<file path="config.mk">
export PLATFORM = sky130hd
export DESIGN_NAME = wdog_top
export DESIGN_NICKNAME = d
export VERILOG_FILES = /design/src/rtl/wdog_pkg.sv /design/src/rtl/wdog_tick.sv /design/src/rtl/wdog_clear_ctl.sv /design/src/rtl/wdog_chain.sv /design/src/rtl/wdog_flags.sv /design/src/rtl/wdog_top.sv
export SDC_FILE = /design/constraint.sdc
export NUM_CORES = 1
export LEC_CHECK = 0
export ABC_AREA = 1
export BUFFER_PORTS_ARGS = -buffer_cell sky130_fd_sc_hd__clkbuf_2
export CAP_MARGIN = 25
export CORE_AREA = 5 5 62 64
export DETAILED_ROUTE_END_ITERATION = 12
export DIE_AREA = 0 0 67 69
export PLACE_DENSITY_LB_ADDON = 0.08
export REMOVE_ABC_BUFFERS = 1
export SKIP_LAST_GASP = 1
export SLEW_MARGIN = 20
export SYNTH_ARGS = -nofsm -noshare
export SYNTH_HDL_FRONTEND = slang
export SYNTH_HIERARCHICAL = 1
export SYNTH_SLANG_ARGS = --single-unit
</file>
<file path="constraint.sdc">
create_clock -name clk -period 2.2 [get_ports clk]
set_input_delay 0.44 -clock clk [delete_from_list [all_inputs] [get_ports clk]]
set_output_delay 0.44 -clock clk [all_outputs]
set_load 0.05 [all_outputs]
</file>
<file path="src/rtl/wdog_pkg.sv">
package wdog_pkg;
  localparam int STAT_W  = 8;
  localparam int TO_BIT  = 4;
  localparam int PDF_BIT = 5;

  typedef enum logic {
    CLR_SINGLE = 1'b0,
    CLR_PAIR   = 1'b1
  } clr_mode_e;
endpackage

</file>
<file path="src/rtl/wdog_tick.sv">
module wdog_tick #(
  parameter int DIV = 4
) (
  input  logic clk,
  input  logic rst,
  output logic tick_o
);
  localparam int CW = (DIV > 1) ? $clog2(DIV) : 1;
  localparam logic [CW-1:0] LAST = CW'(DIV - 1);

  logic [CW-1:0] cnt_q;

  always_ff @(posedge clk) begin
    if (rst) begin
      cnt_q <= '0;
    end else if (cnt_q == LAST) begin
      cnt_q <= '0;
    end else begin
      cnt_q <= cnt_q + 1'b1;
    end
  end

  assign tick_o = (cnt_q == LAST);
endmodule

</file>
<file path="src/rtl/wdog_clear_ctl.sv">
module wdog_clear_ctl
  import wdog_pkg::*;
(
  input  logic clk,
  input  logic rst,
  input  logic en_i,
  input  logic two_clr_i,
  input  logic clr_one_i,
  input  logic clr_a_i,
  input  logic clr_b_i,
  input  logic halt_i,
  output logic done_o,
  output logic wipe_o
);
  clr_mode_e mode;
  logic seen_a_q, seen_b_q;
  logic pair_done, single_done;

  assign mode        = two_clr_i ? CLR_PAIR : CLR_SINGLE;
  assign single_done = en_i && (mode == CLR_SINGLE) && clr_one_i;
  assign pair_done   = en_i && (mode == CLR_PAIR) &&
                       (seen_a_q || clr_a_i) && (seen_b_q || clr_b_i);
  assign done_o      = single_done || pair_done;
  assign wipe_o      = en_i && (halt_i || done_o);

  always_ff @(posedge clk) begin
    if (rst || !en_i || (mode != CLR_PAIR) || halt_i || done_o) begin
      seen_a_q <= 1'b0;
      seen_b_q <= 1'b0;
    end else begin
      seen_a_q <= seen_a_q || clr_a_i;
      seen_b_q <= seen_b_q || clr_b_i;
    end
  end

  assert_pair_cleared_R5: assert property (@(posedge clk) disable iff (rst)
    done_o |=> !(seen_a_q || seen_b_q));
endmodule

</file>
<file path="src/rtl/wdog_chain.sv">
module wdog_chain #(
  parameter int PRE_W = 8,
  parameter int POST_W = 3,
  parameter int SEL_W = 2
) (
  input  logic             clk,
  input  logic             rst,
  input  logic             en_i,
  input  logic             tick_i,
  input  logic             wipe_i,
  input  logic [SEL_W-1:0] sel_i,
  output logic             tout_o,
  output logic             chip_rst_o
);
  localparam logic [PRE_W-1:0] PRE_MAX = '1;

  logic [PRE_W-1:0]  pre_q;
  logic [POST_W-1:0] post_q;
  logic [POST_W-1:0] post_lim;
  logic              carry;
  logic              chip_rst_q;

  always_comb begin
    post_lim = POST_W'((1 << sel_i) - 1);
  end

  assign carry  = tick_i && (pre_q == PRE_MAX);
  assign tout_o = en_i && !wipe_i && carry && (post_q == post_lim);

  always_ff @(posedge clk) begin
    if (rst || !en_i || wipe_i) begin
      pre_q  <= '0;
      post_q <= '0;
    end else if (tick_i) begin
      pre_q <= pre_q + 1'b1;
      if (carry) begin
        post_q <= (post_q == post_lim) ? '0 : post_q + 1'b1;
      end
    end
  end

  always_ff @(posedge clk) begin
    if (rst) begin
      chip_rst_q <= 1'b0;
    end else begin
      chip_rst_q <= tout_o;
    end
  end

  assign chip_rst_o = chip_rst_q;

  assert_hold_between_ticks_R1: assert property (@(posedge clk) disable iff (rst)
    (en_i && !tick_i && !wipe_i) |=> $stable(pre_q));
  assert_single_pulse_R2: assert property (@(posedge clk) disable iff (rst)
    chip_rst_q |=> !chip_rst_q);
endmodule

</file>
<file path="src/rtl/wdog_flags.sv">
module wdog_flags
  import wdog_pkg::*;
(
  input  logic              clk,
  input  logic              rst,
  input  logic              halt_i,
  input  logic              done_i,
  input  logic              tout_i,
  input  logic              wr_i,
  input  logic [STAT_W-1:0] wdata_i,
  output logic              to_o,
  output logic              pdf_o,
  output logic [STAT_W-1:0] status_o
);
  logic to_q, pdf_q;

  always_ff @(posedge clk) begin
    if (rst) begin
      to_q  <= 1'b0;
      pdf_q <= 1'b0;
    end else if (halt_i) begin
      to_q  <= 1'b0;
      pdf_q <= 1'b1;
    end else if (done_i) begin
      to_q  <= 1'b0;
      pdf_q <= 1'b0;
    end else if (tout_i) begin
      to_q  <= 1'b1;
    end
  end

  for (genvar i = 0; i < STAT_W; i++) begin : g_bit
    if (i == TO_BIT) begin : g_to
      assign status_o[i] = to_q;
    end else if (i == PDF_BIT) begin : g_pdf
      assign status_o[i] = pdf_q;
    end else begin : g_rw
      logic b_q;
      always_ff @(posedge clk) begin
        if (rst) begin
          b_q <= 1'b0;
        end else if (wr_i) begin
          b_q <= wdata_i[i];
        end
      end
      assign status_o[i] = b_q;
    end
  end

  assign to_o  = to_q;
  assign pdf_o = pdf_q;

  assert_halt_sets_pdf_R6: assert property (@(posedge clk) disable iff (rst)
    halt_i |=> (pdf_q && !to_q));
  assert_tout_sets_to_R8: assert property (@(posedge clk) disable iff (rst)
    (tout_i && !halt_i) |=> to_q);
  assert_write_keeps_flags_R10: assert property (@(posedge clk) disable iff (rst)
    (wr_i && !halt_i && !done_i && !tout_i) |=> ($stable(to_q) && $stable(pdf_q)));
endmodule

</file>
<file path="src/rtl/wdog_top.sv">
module wdog_top
  import wdog_pkg::*;
#(
  parameter int DIV    = 4,
  parameter int PRE_W  = 8,
  parameter int POST_W = 3,
  parameter int SEL_W  = 2
) (
  input  logic              clk,
  input  logic              rst,
  input  logic              cfg_en,
  input  logic              cfg_two_clr,
  input  logic [SEL_W-1:0]  cfg_exp_sel,
  input  logic              clr_one_i,
  input  logic              clr_a_i,
  input  logic              clr_b_i,
  input  logic              halt_i,
  input  logic              stat_wr_i,
  input  logic [STAT_W-1:0] stat_wdata_i,
  output logic              chip_rst_o,
  output logic              to_flag_o,
  output logic              pdf_flag_o,
  output logic [STAT_W-1:0] status_o
);
  logic tick, done, wipe, tout;

  wdog_tick #(.DIV(DIV)) u_tick (
    .clk    (clk),
    .rst    (rst),
    .tick_o (tick)
  );

  wdog_clear_ctl u_clr (
    .clk       (clk),
    .rst       (rst),
    .en_i      (cfg_en),
    .two_clr_i (cfg_two_clr),
    .clr_one_i (clr_one_i),
    .clr_a_i   (clr_a_i),
    .clr_b_i   (clr_b_i),
    .halt_i    (halt_i),
    .done_o    (done),
    .wipe_o    (wipe)
  );

  wdog_chain #(.PRE_W(PRE_W), .POST_W(POST_W), .SEL_W(SEL_W)) u_chain (
    .clk        (clk),
    .rst        (rst),
    .en_i       (cfg_en),
    .tick_i     (tick),
    .wipe_i     (wipe),
    .sel_i      (cfg_exp_sel),
    .tout_o     (tout),
    .chip_rst_o (chip_rst_o)
  );

  wdog_flags u_flags (
    .clk      (clk),
    .rst      (rst),
    .halt_i   (halt_i),
    .done_i   (done),
    .tout_i   (tout),
    .wr_i     (stat_wr_i),
    .wdata_i  (stat_wdata_i),
    .to_o     (to_flag_o),
    .pdf_o    (pdf_flag_o),
    .status_o (status_o)
  );

  assert_quiet_when_off_R7: assert property (@(posedge clk) disable iff (rst)
    !cfg_en |=> !chip_rst_o);
endmodule

</file>
* Word-level counts from Yosys, hierarchy flattened *
Cells that the tools add are included.

word-level totals
  register bits after elaboration = 24
  output and inout port bits = 11
  logic and storage cells = 52

operators by class
  add/subtract/negate cells = 4
  equality and inequality tests = 3
  shift operators = 1
  mux-type cells = 4
  bitwise operators = 1
  reduce and logical (&&, ||, !) cells = 25

operators with widths
  operator             number
  $logic_and 1x1->1    10
  $logic_or 1x1->1     9
  $add 8x1->8 const B  1
  $eq 8x8->1 const B   1
  $add 3x1->3 const B  1
  $eq 3x3->1           1
  $mux 1               3
  $mux 3               1
  $reduce_or 3->1      1
  $shl 1x2->3 const A  1
  $sub 3x2->3 const B  1
  $add 2x1->2 const B  1
  $eq 2x2->1 const B   1
  $logic_not 1->1      2
  $reduce_and 2->1     1
  $reduce_bool 2->1    1
  $reduce_or 2->1      1
  $not 1->1            1

* Depth between registers and ports, before layout *
Gate-level depths: netlist of run 1.

  depth in word-level cells = 11
  mapped depth = 11
  gate-level depth less buffers = 11

* Modules after synthesis *
Netlist of run 1, hierarchy kept.

modules (own cells, without submodules)
  module          instances  cells each  area an instance (um^2)  sequential area each (um^2)
  wdog_chain      1          92          653.1                    240.2
  wdog_flags      1          43          331.6                    160.2
  wdog_clear_ctl  1          24          165.2                    40.0
  wdog_tick       1          9           75.1                     40.0

* Least setup slack after synthesis of run 1 *
No wires, ideal clock.

  path type = input-to-reg
  start point = in cfg_en
  end point = reg u_chain.pre_q[4]
  arrival time = 1.362 ns
  required time = 2.122 ns
  slack = 0.761 ns
  stages = 11
  buffers on the path = 0
  cells stage by stage = nand2_1 -> inv_2 -> nand3_2 -> nand3_2 -> nand2_1 -> inv_1 -> inv_1 -> nand2_1 -> nor2_1 -> inv_1 -> nor3_1

between the ends
  word-level cells in the longest chain between the ends = 7
  elaborated cells on any way between the ends = 11

RTL lines
  item                            line                  text
  start, declared                 wdog_top.sv:11        input logic cfg_en,
  $logic_and 1x1->1 (2 in a row)  wdog_clear_ctl.sv:21  assign pair_done = en_i && (mode == CLR_PAIR) &&
  $logic_and 1x1->1               wdog_clear_ctl.sv:22  (seen_a_q || clr_a_i) && (seen_b_q || clr_b_i);
  $logic_or 1x1->1                wdog_clear_ctl.sv:23  assign done_o = single_done || pair_done;
  $logic_or 1x1->1                wdog_clear_ctl.sv:24  assign wipe_o = en_i && (halt_i || done_o);
  $logic_and 1x1->1 *             wdog_clear_ctl.sv:24
  named net wipe                  wdog_top.sv:25        logic tick, done, wipe, tout;
  $logic_or 1x1->1 *              wdog_chain.sv:31      if (rst || !en_i || wipe_i) begin
  end signal, assigned            wdog_chain.sv:35      pre_q <= pre_q + 1'b1;
  end, declared                   wdog_chain.sv:17      logic [PRE_W-1:0] pre_q;

The timed path passes the listed nets; every way through them passes the cells marked *.
A chain may end at the register's enable or synchronous reset.

* Worst setup path in the final report of run 1 *
  start point = reg u_tick.cnt_q[0]
  end point = reg u_chain.pre_q[7]

between the ends
  word-level cells in the longest chain between the ends = 1

RTL lines
  item                    line             text
  start, declared         wdog_tick.sv:11  logic [CW-1:0] cnt_q;
  start signal, assigned  wdog_tick.sv:19  cnt_q <= cnt_q + 1'b1;
  $eq 2x2->1              wdog_tick.sv:23  assign tick_o = (cnt_q == LAST);
  named net tick          wdog_top.sv:25

The timed path passes the listed nets, and every way through them passes these cells.

==> results of run 1 <==
synthesized netlist by cell type:
library cell | n | area share [%]
sky130_fd_sc_hd__a21oi_1 | 7 | 2.9
sky130_fd_sc_hd__buf_4 | 9 | 5.5
sky130_fd_sc_hd__dfxtp_1 | 24 | 39
sky130_fd_sc_hd__ha_1 | 3 | 3.1
sky130_fd_sc_hd__inv_1 | 28 | 8.6
sky130_fd_sc_hd__inv_2 | 2 | 0.61
sky130_fd_sc_hd__mux2i_1 | 1 | 0.82
sky130_fd_sc_hd__nand2_1 | 27 | 8.3
sky130_fd_sc_hd__nand2_2 | 3 | 1.5
sky130_fd_sc_hd__nand2_4 | 2 | 1.8
sky130_fd_sc_hd__nand3_1 | 6 | 2.5
sky130_fd_sc_hd__nand3_2 | 3 | 2.5
sky130_fd_sc_hd__nand3_4 | 1 | 1.4
sky130_fd_sc_hd__nand3b_1 | 1 | 0.61
sky130_fd_sc_hd__nand4_1 | 2 | 1.0
sky130_fd_sc_hd__nor2_1 | 27 | 8.3
sky130_fd_sc_hd__nor2_2 | 4 | 2.0
sky130_fd_sc_hd__nor2_4 | 1 | 0.92
sky130_fd_sc_hd__nor3_1 | 2 | 0.82
sky130_fd_sc_hd__nor3_2 | 1 | 0.82
sky130_fd_sc_hd__nor3b_1 | 1 | 0.61
sky130_fd_sc_hd__o21ai_0 | 10 | 4.1
sky130_fd_sc_hd__xnor2_1 | 1 | 0.72
sky130_fd_sc_hd__xor2_1 | 2 | 1.4
critical path, cell delays in order (launching register included):
cell and delay (ns):
sky130_fd_sc_hd__dfxtp_1 0.36, sky130_fd_sc_hd__ha_1 0.40, sky130_fd_sc_hd__nand2_1 0.11, sky130_fd_sc_hd__nor2_2 0.16
sky130_fd_sc_hd__nand3_1 0.11, sky130_fd_sc_hd__o21ai_0 0.17, sky130_fd_sc_hd__a21oi_1 0.06
worst max-delay path by stage:
stage / start / end / cells past startpoint / slack (ns)
floorplan: cfg_en / u_chain/pre_q[4] / 11 / 0.76
global placement: cfg_en / u_chain/pre_q[4] / 12 / 0.63
detailed placement: cfg_en / u_chain/pre_q[0] / 13 / 0.59
CTS: u_tick/cnt_q[0] / u_flags/to_o / 7 / 0.73
global route: u_tick/cnt_q[0] / u_chain/pre_q[7] / 6 / 0.53
finish: u_tick/cnt_q[0] / u_chain/pre_q[7] / 6 / 0.73
cell families (layout without fill, tap and decap cells):
group | count (synthesis) | count (layout)
mux | 1 | 1
simple gates | 81 | 81
buf+inv | 39 | 62
fa+ha+maj | 3 | 3
xor+xnor | 3 | 3
compound gates | 17 | 17
flops | 24 | 24
through the flow:
stage	worst slack, ns	utilization [%]	power, mW	hold WS (ns)	std cells
after floorplan	0.7606	-	0.5460	0.3974	159
after global placement	0.6312	42.01	0.5829	0.4077	233
after detailed placement	0.5881	42.01	0.5867	0.4148	233
after CTS	0.7267	43.13	0.8227	0.3266	237
after global routing	0.5274	43.13	0.8519	0.3447	237
final	0.7347	43.13	0.8085	0.3394	237
flip-flops by register name (all words and copies together), names as in the netlist:
name and cells:
u_chain/pre_q 8, u_flags/g_bit.g_rw.b_q 6, u_chain/post_q 3, u_tick/cnt_q 2
u_chain/chip_rst_o 1, u_clr/seen_a_q 1, u_clr/seen_b_q 1, u_flags/pdf_o 1
u_flags/to_o 1
routing by layer:
metal	up-vias	routed length [um]	GRT usage, %
met2	22	985	17.25
li1	555	-	-
met1	429	1046	14.48
met5	-	0	0
met4	0	27	4.054
met3	4	127	2.597
power by group through the flow:
stage	sequential [mW]	combinational, mW	clock, mW
after floorplan	0.500	0.0456	0
after global placement	0.465	0.118	0
after detailed placement	0.466	0.121	0
after CTS	0.456	0.121	0.245
after global routing	0.458	0.135	0.259
final	0.456	0.119	0.233
layout make-up:
cell class                      count  area (um2)
Fill cell                         374        1838
Inverter                           30       112.6
Timing Repair Buffer               28       142.6
Tap cell                           46       57.56
Multi-Input combinational cell    105       564.3
Sequential cell                    24       480.5
Clock buffer                        4       36.28
==> flow_summary.ini, run 1 <==
[run_status]
run_status = finished clean

[die]
design.core.area_um2 = 3232
floorplan.die_area_um2 = 4623
placement_rows = 21
top_level_ports = 30
die_h_um = 69
chipWidth_um = 67
start_util_pct = 37.90

[job]
cap_viol_max_count = 0

[synthesis]
yosys.area_share.xor_xnor_pct = 2.145
synth_cells = 168
synth-simple-area-share_pct = 33.09
synth_cell_types = 24
syn_avg_cell_area_um2 = 7.291
synth_fa_ha_area_share_pct = 3.064
yosys_warnings = 6
post_synthesis_compound_gate_area_fraction_pct = 6.946
synth_seq_area_share_pct = 39.22
dominant_combinational_cell_family_by_area_after_synthesis = simple AND/OR/NAND/NOR gates
syn_area_um2 = 1225
yosys_register_bits = 24
synth_mux_area_share_pct = 0.8172

[place]
placement.io_buffers = 27
placedInstanceArea_um2 = 1358
place.detailed.hpwl_mm = 1.750
gp_congestion = 0.7374

[clock_network]
cts_max_level = 1
cts_post_setup_buffers_inserted = 0
clock_tree_from_tritoncts = built
post_cts_hold_buffer_count = 0
insertion_delay_ns = 0.31
clk_root_buffer_cell = sky130_fd_sc_hd__clkbuf_4
clockBufferDepth = 2
clk_pin_slew_ns = 0.13
tritoncts_buffer_count = 3
number_of_clock_sinks_seen_by_cts = 24
post_cts_resize_count = 0

[worst_setup_path]
critPathMaxFanout = 9
cp-end-kind = flop
required_ns = 2.42
worst-endpoint-arrival_ns = 1.68
r2r-end = u_chain/pre_q[7]
timing.critical_path.from_type = flop
worstSetupPathType = reg2reg
worst-r2r-setup-slack_ns = 0.73
rr_worst_depth = 6
critical_path.reg2reg.startpoint = u_tick/cnt_q[0]

[routing]
dr_total_vias = 1010
average_wire_per_cell_in_the_routed_design_um = 9.224
ant_nets = 0
detailedRoute.firstIterationViolations = 45
detailedRoute.firstPassIterationCount = 4
detail_route.vias_per_cell = 4.262
number_of_remaining_drc_errors = 0
routed_wire_length_mm = 2.186

[sta]
final_period_minus_worst_setup_slack_ns = 1.465
post-route-period-util_pct = 66.61
finalSetupViolCount = 0
max_freq_mhz = 682.4
drv_slew = 0
grt_setup_unrepaired = no
tightest_slew_ns = 0.3973
hold_violations = 0
worst_slew_margin_rel_pct = 73.51
fin_worst_skew_ns = 0.002627
fin_setup_tns_ns = 0

[global_route]
grt_antenna_before_repair = 0
pin_count_of_the_biggest_net_entering_global_routing = 14
first_global_vias = 1033
overall_fraction_of_global_route_tracks_in_use_pct = 11.03
grt_overflow = 0
global_route_wire_length_before_repair_mm = 4.160

[power]
power_frac_comb_pct = 14.8
proportion_of_total_power_due_to_net_switching_pct = 27.39
peakVddDrop_mv = 0.3323
internal_power_mw = 0.5871
power.share.clock_pct = 28.9
seq_power_share_pct = 56.4
power-per-cell-area_nw_per_um2 = 580.1
netSwitchingPower_mw = 0.2214
leakage_nw = 0.6691

[cells_and_area]
drive_gt1_share_pct = 25.65
finished_layout_cell_area_um2 = 1394
layout_common_cells = 28 x sky130_fd_sc_hd__inv_1, 27 x sky130_fd_sc_hd__clkbuf_2, 27 x sky130_fd_sc_hd__nand2_1, 27 x sky130_fd_sc_hd__nor2_1, 24 x sky130_fd_sc_hd__dfxtp_1
antenna_cells = 0
layout.nets = 214
area.growth.synth_to_final_pct = 13.79
layout.cells.most_common = sky130_fd_sc_hd__inv_1

[min_path]
worstHoldStart = stat_wdata_i[2]
min_delay_worst_endpoint = u_flags/g_bit[2].g_rw.b_q
min_path_cells = 3
min_path_type = in2reg
Power figures use the tool's default switching activity.
==> run 2: changes to the inputs <==
- clock period: 2.2 -> 1.2 ns (I/O delays scaled with it)
==> flow_summary.ini, run 2 (same netlist as run 1, synthesis figures left out) <==
[sta]
grt_setup_unrepaired = yes
post-route-period-util_pct = 100.2
hold_violations = 0
finalSetupViolCount = 1
postLayoutSetupSlackWorst_ns = -0.002453
max_freq_mhz = 831.6
final_period_minus_worst_setup_slack_ns = 1.202
tightest_slew_ns = 0.2422
fin_worst_skew_ns = 0.003164
drv_slew = 0
worst_slew_margin_rel_pct = 83.80

[run_status]
run_status = complete, but fails checks
violations = setup timing

[global_route]
grt_overflow = 0
first_global_vias = 1187
global_route_wire_length_before_repair_mm = 4.685
grt_antenna_before_repair = 0
pin_count_of_the_biggest_net_entering_global_routing = 15
overall_fraction_of_global_route_tracks_in_use_pct = 12.45

[die]
placement_rows = 21
start_util_pct = 37.90
floorplan.die_area_um2 = 4623
chipWidth_um = 67
die_h_um = 69
design.core.area_um2 = 3232
top_level_ports = 30

[routing]
ant_nets = 0
detail_route.vias_per_cell = 4.335
routed_wire_length_mm = 2.418
number_of_remaining_drc_errors = 0
average_wire_per_cell_in_the_routed_design_um = 9.409
dr_total_vias = 1114
detailedRoute.firstPassIterationCount = 4
detailedRoute.firstIterationViolations = 42

[cells_and_area]
top_register = u_chain/pre_q
area.growth.synth_to_final_pct = 40.55
layout.nets = 234
post-route-util_pct = 53.27
drive_gt1_share_pct = 47.87
largest_registers = u_chain/pre_q x8, u_flags/g_bit.g_rw.b_q x6, u_chain/post_q x3
filler_cell_count = 332
finished_layout_cell_area_um2 = 1722
layout_common_cells = 23 x sky130_fd_sc_hd__inv_1, 23 x sky130_fd_sc_hd__nand2_1, 22 x sky130_fd_sc_hd__nor2_1, 21 x sky130_fd_sc_hd__buf_4, 16 x sky130_fd_sc_hd__clkbuf_2
final_cells = 257
antenna_cells = 0
number_of_flip_flops_in_the_largest_register = 8

[power]
p_total_mw = 1.709
power-per-cell-area_nw_per_um2 = 992.6
leakage_nw = 0.7925
peakVddDrop_mv = 0.5056

[clock_network]
clk_root_buffer_cell = sky130_fd_sc_hd__clkbuf_4
clock_tree_from_tritoncts = built
tritoncts_buffer_count = 3
insertion_delay_ns = 0.31
clockBufferDepth = 2
number_of_clock_sinks_seen_by_cts = 24
clk_pin_slew_ns = 0.13
post_cts_hold_buffer_count = 0
cts_max_level = 1

[worst_setup_path]
cp-end-kind = flop
timing.critical_path.from_type = flop
worst-endpoint-arrival_ns = 1.45
critPathMaxFanout = 6
worstSetupPathType = reg2reg
required_ns = 1.44

[place]
placedInstanceArea_um2 = 1478
placement.io_buffers = 27
place.detailed.hpwl_mm = 1.880
gp_congestion = 0.7947
placed_cells_incl_taps = 249
pre_cts_ws_ns = -0.1515

[job]
cap_viol_max_count = 0

[min_path]
min_path_type = in2reg
[run 2: cell type report]
type	count	area, um2	share of cell area [%]
multi-input cells	105	665.6	38.66
inverters	30	112.6	6.541
well taps	46	57.56	3.343
repair buffers	48	341.6	19.84
clock inverters	1	30.03	1.744
clock buffers	3	22.52	1.308
flip-flops and latches	24	491.7	28.56
[run 2: final timing paths]
kind	startpoint	end	slack [ns]	depth (start not counted)
worst max register to register	u_clr/seen_b_q	u_chain/pre_q[4]	-0.002	11
worst min register to register	u_flags/pdf_o	u_flags/pdf_o	0.49	2
worst max-delay path	u_clr/seen_b_q	u_chain/pre_q[4]	-0.002	11
worst min-delay path	stat_wdata_i[1]	u_flags/g_bit[1].g_rw.b_q	0.14	3
[run 2: timing repair]
| action | in CTS | in global routing |
|---|---|---|
| buffers inserted | 3 | 1 |
| pin swaps | 11 | 10 |
| setup endpoints to repair | 19 | 22 |
| hold endpoints to repair | 0 | 0 |
| resized for setup | 30 | 35 |
| cloned | 0 | 0 |
[run 2: metal layers]
metal	GRT usage (%)	up-vias	part of all wire, %	wire (um)
li1	-	600	-	-
met1	15.74	494	46	1115
met2	20.74	18	49	1192
met3	2.435	2	3.6	87
met4	4.054	0	0.95	23
met5	0	-	0	0
[run 2: power breakdown]
part / leakage (nW) / switching, mW / internal [mW]
combinational: 0.565 / 0.169 / 0.117
sequential: 0.200 / 0.0164 / 0.826
clock: 0.0279 / 0.244 / 0.337
[run 2: critical path, cell delays in order, from the launching register on]
cell	delay, ns
sky130_fd_sc_hd__dfxtp_2	0.34
sky130_fd_sc_hd__inv_2	0.05
sky130_fd_sc_hd__nand2_4	0.05
sky130_fd_sc_hd__nand3_4	0.07
sky130_fd_sc_hd__nand3_2	0.05
sky130_fd_sc_hd__nand2_1	0.05
sky130_fd_sc_hd__inv_1	0.04
sky130_fd_sc_hd__inv_2	0.04
sky130_fd_sc_hd__nand2_2	0.06
sky130_fd_sc_hd__nor2_4	0.10
sky130_fd_sc_hd__inv_2	0.09
sky130_fd_sc_hd__nor3_1	0.18
[run 2: through the flow]
| step | hold WS (ns) | setup TNS, ns |
|---|---|---|
| detailed placement | 0.4700 | -1.317 |
| global placement | 0.4634 | -0.7822 |
| CTS | 0.1272 | -0.2793 |
| finish | 0.1412 | -0.002453 |
| floorplan | 0.3091 | -0.3369 |
| global route | 0.1231 | -0.7008 |
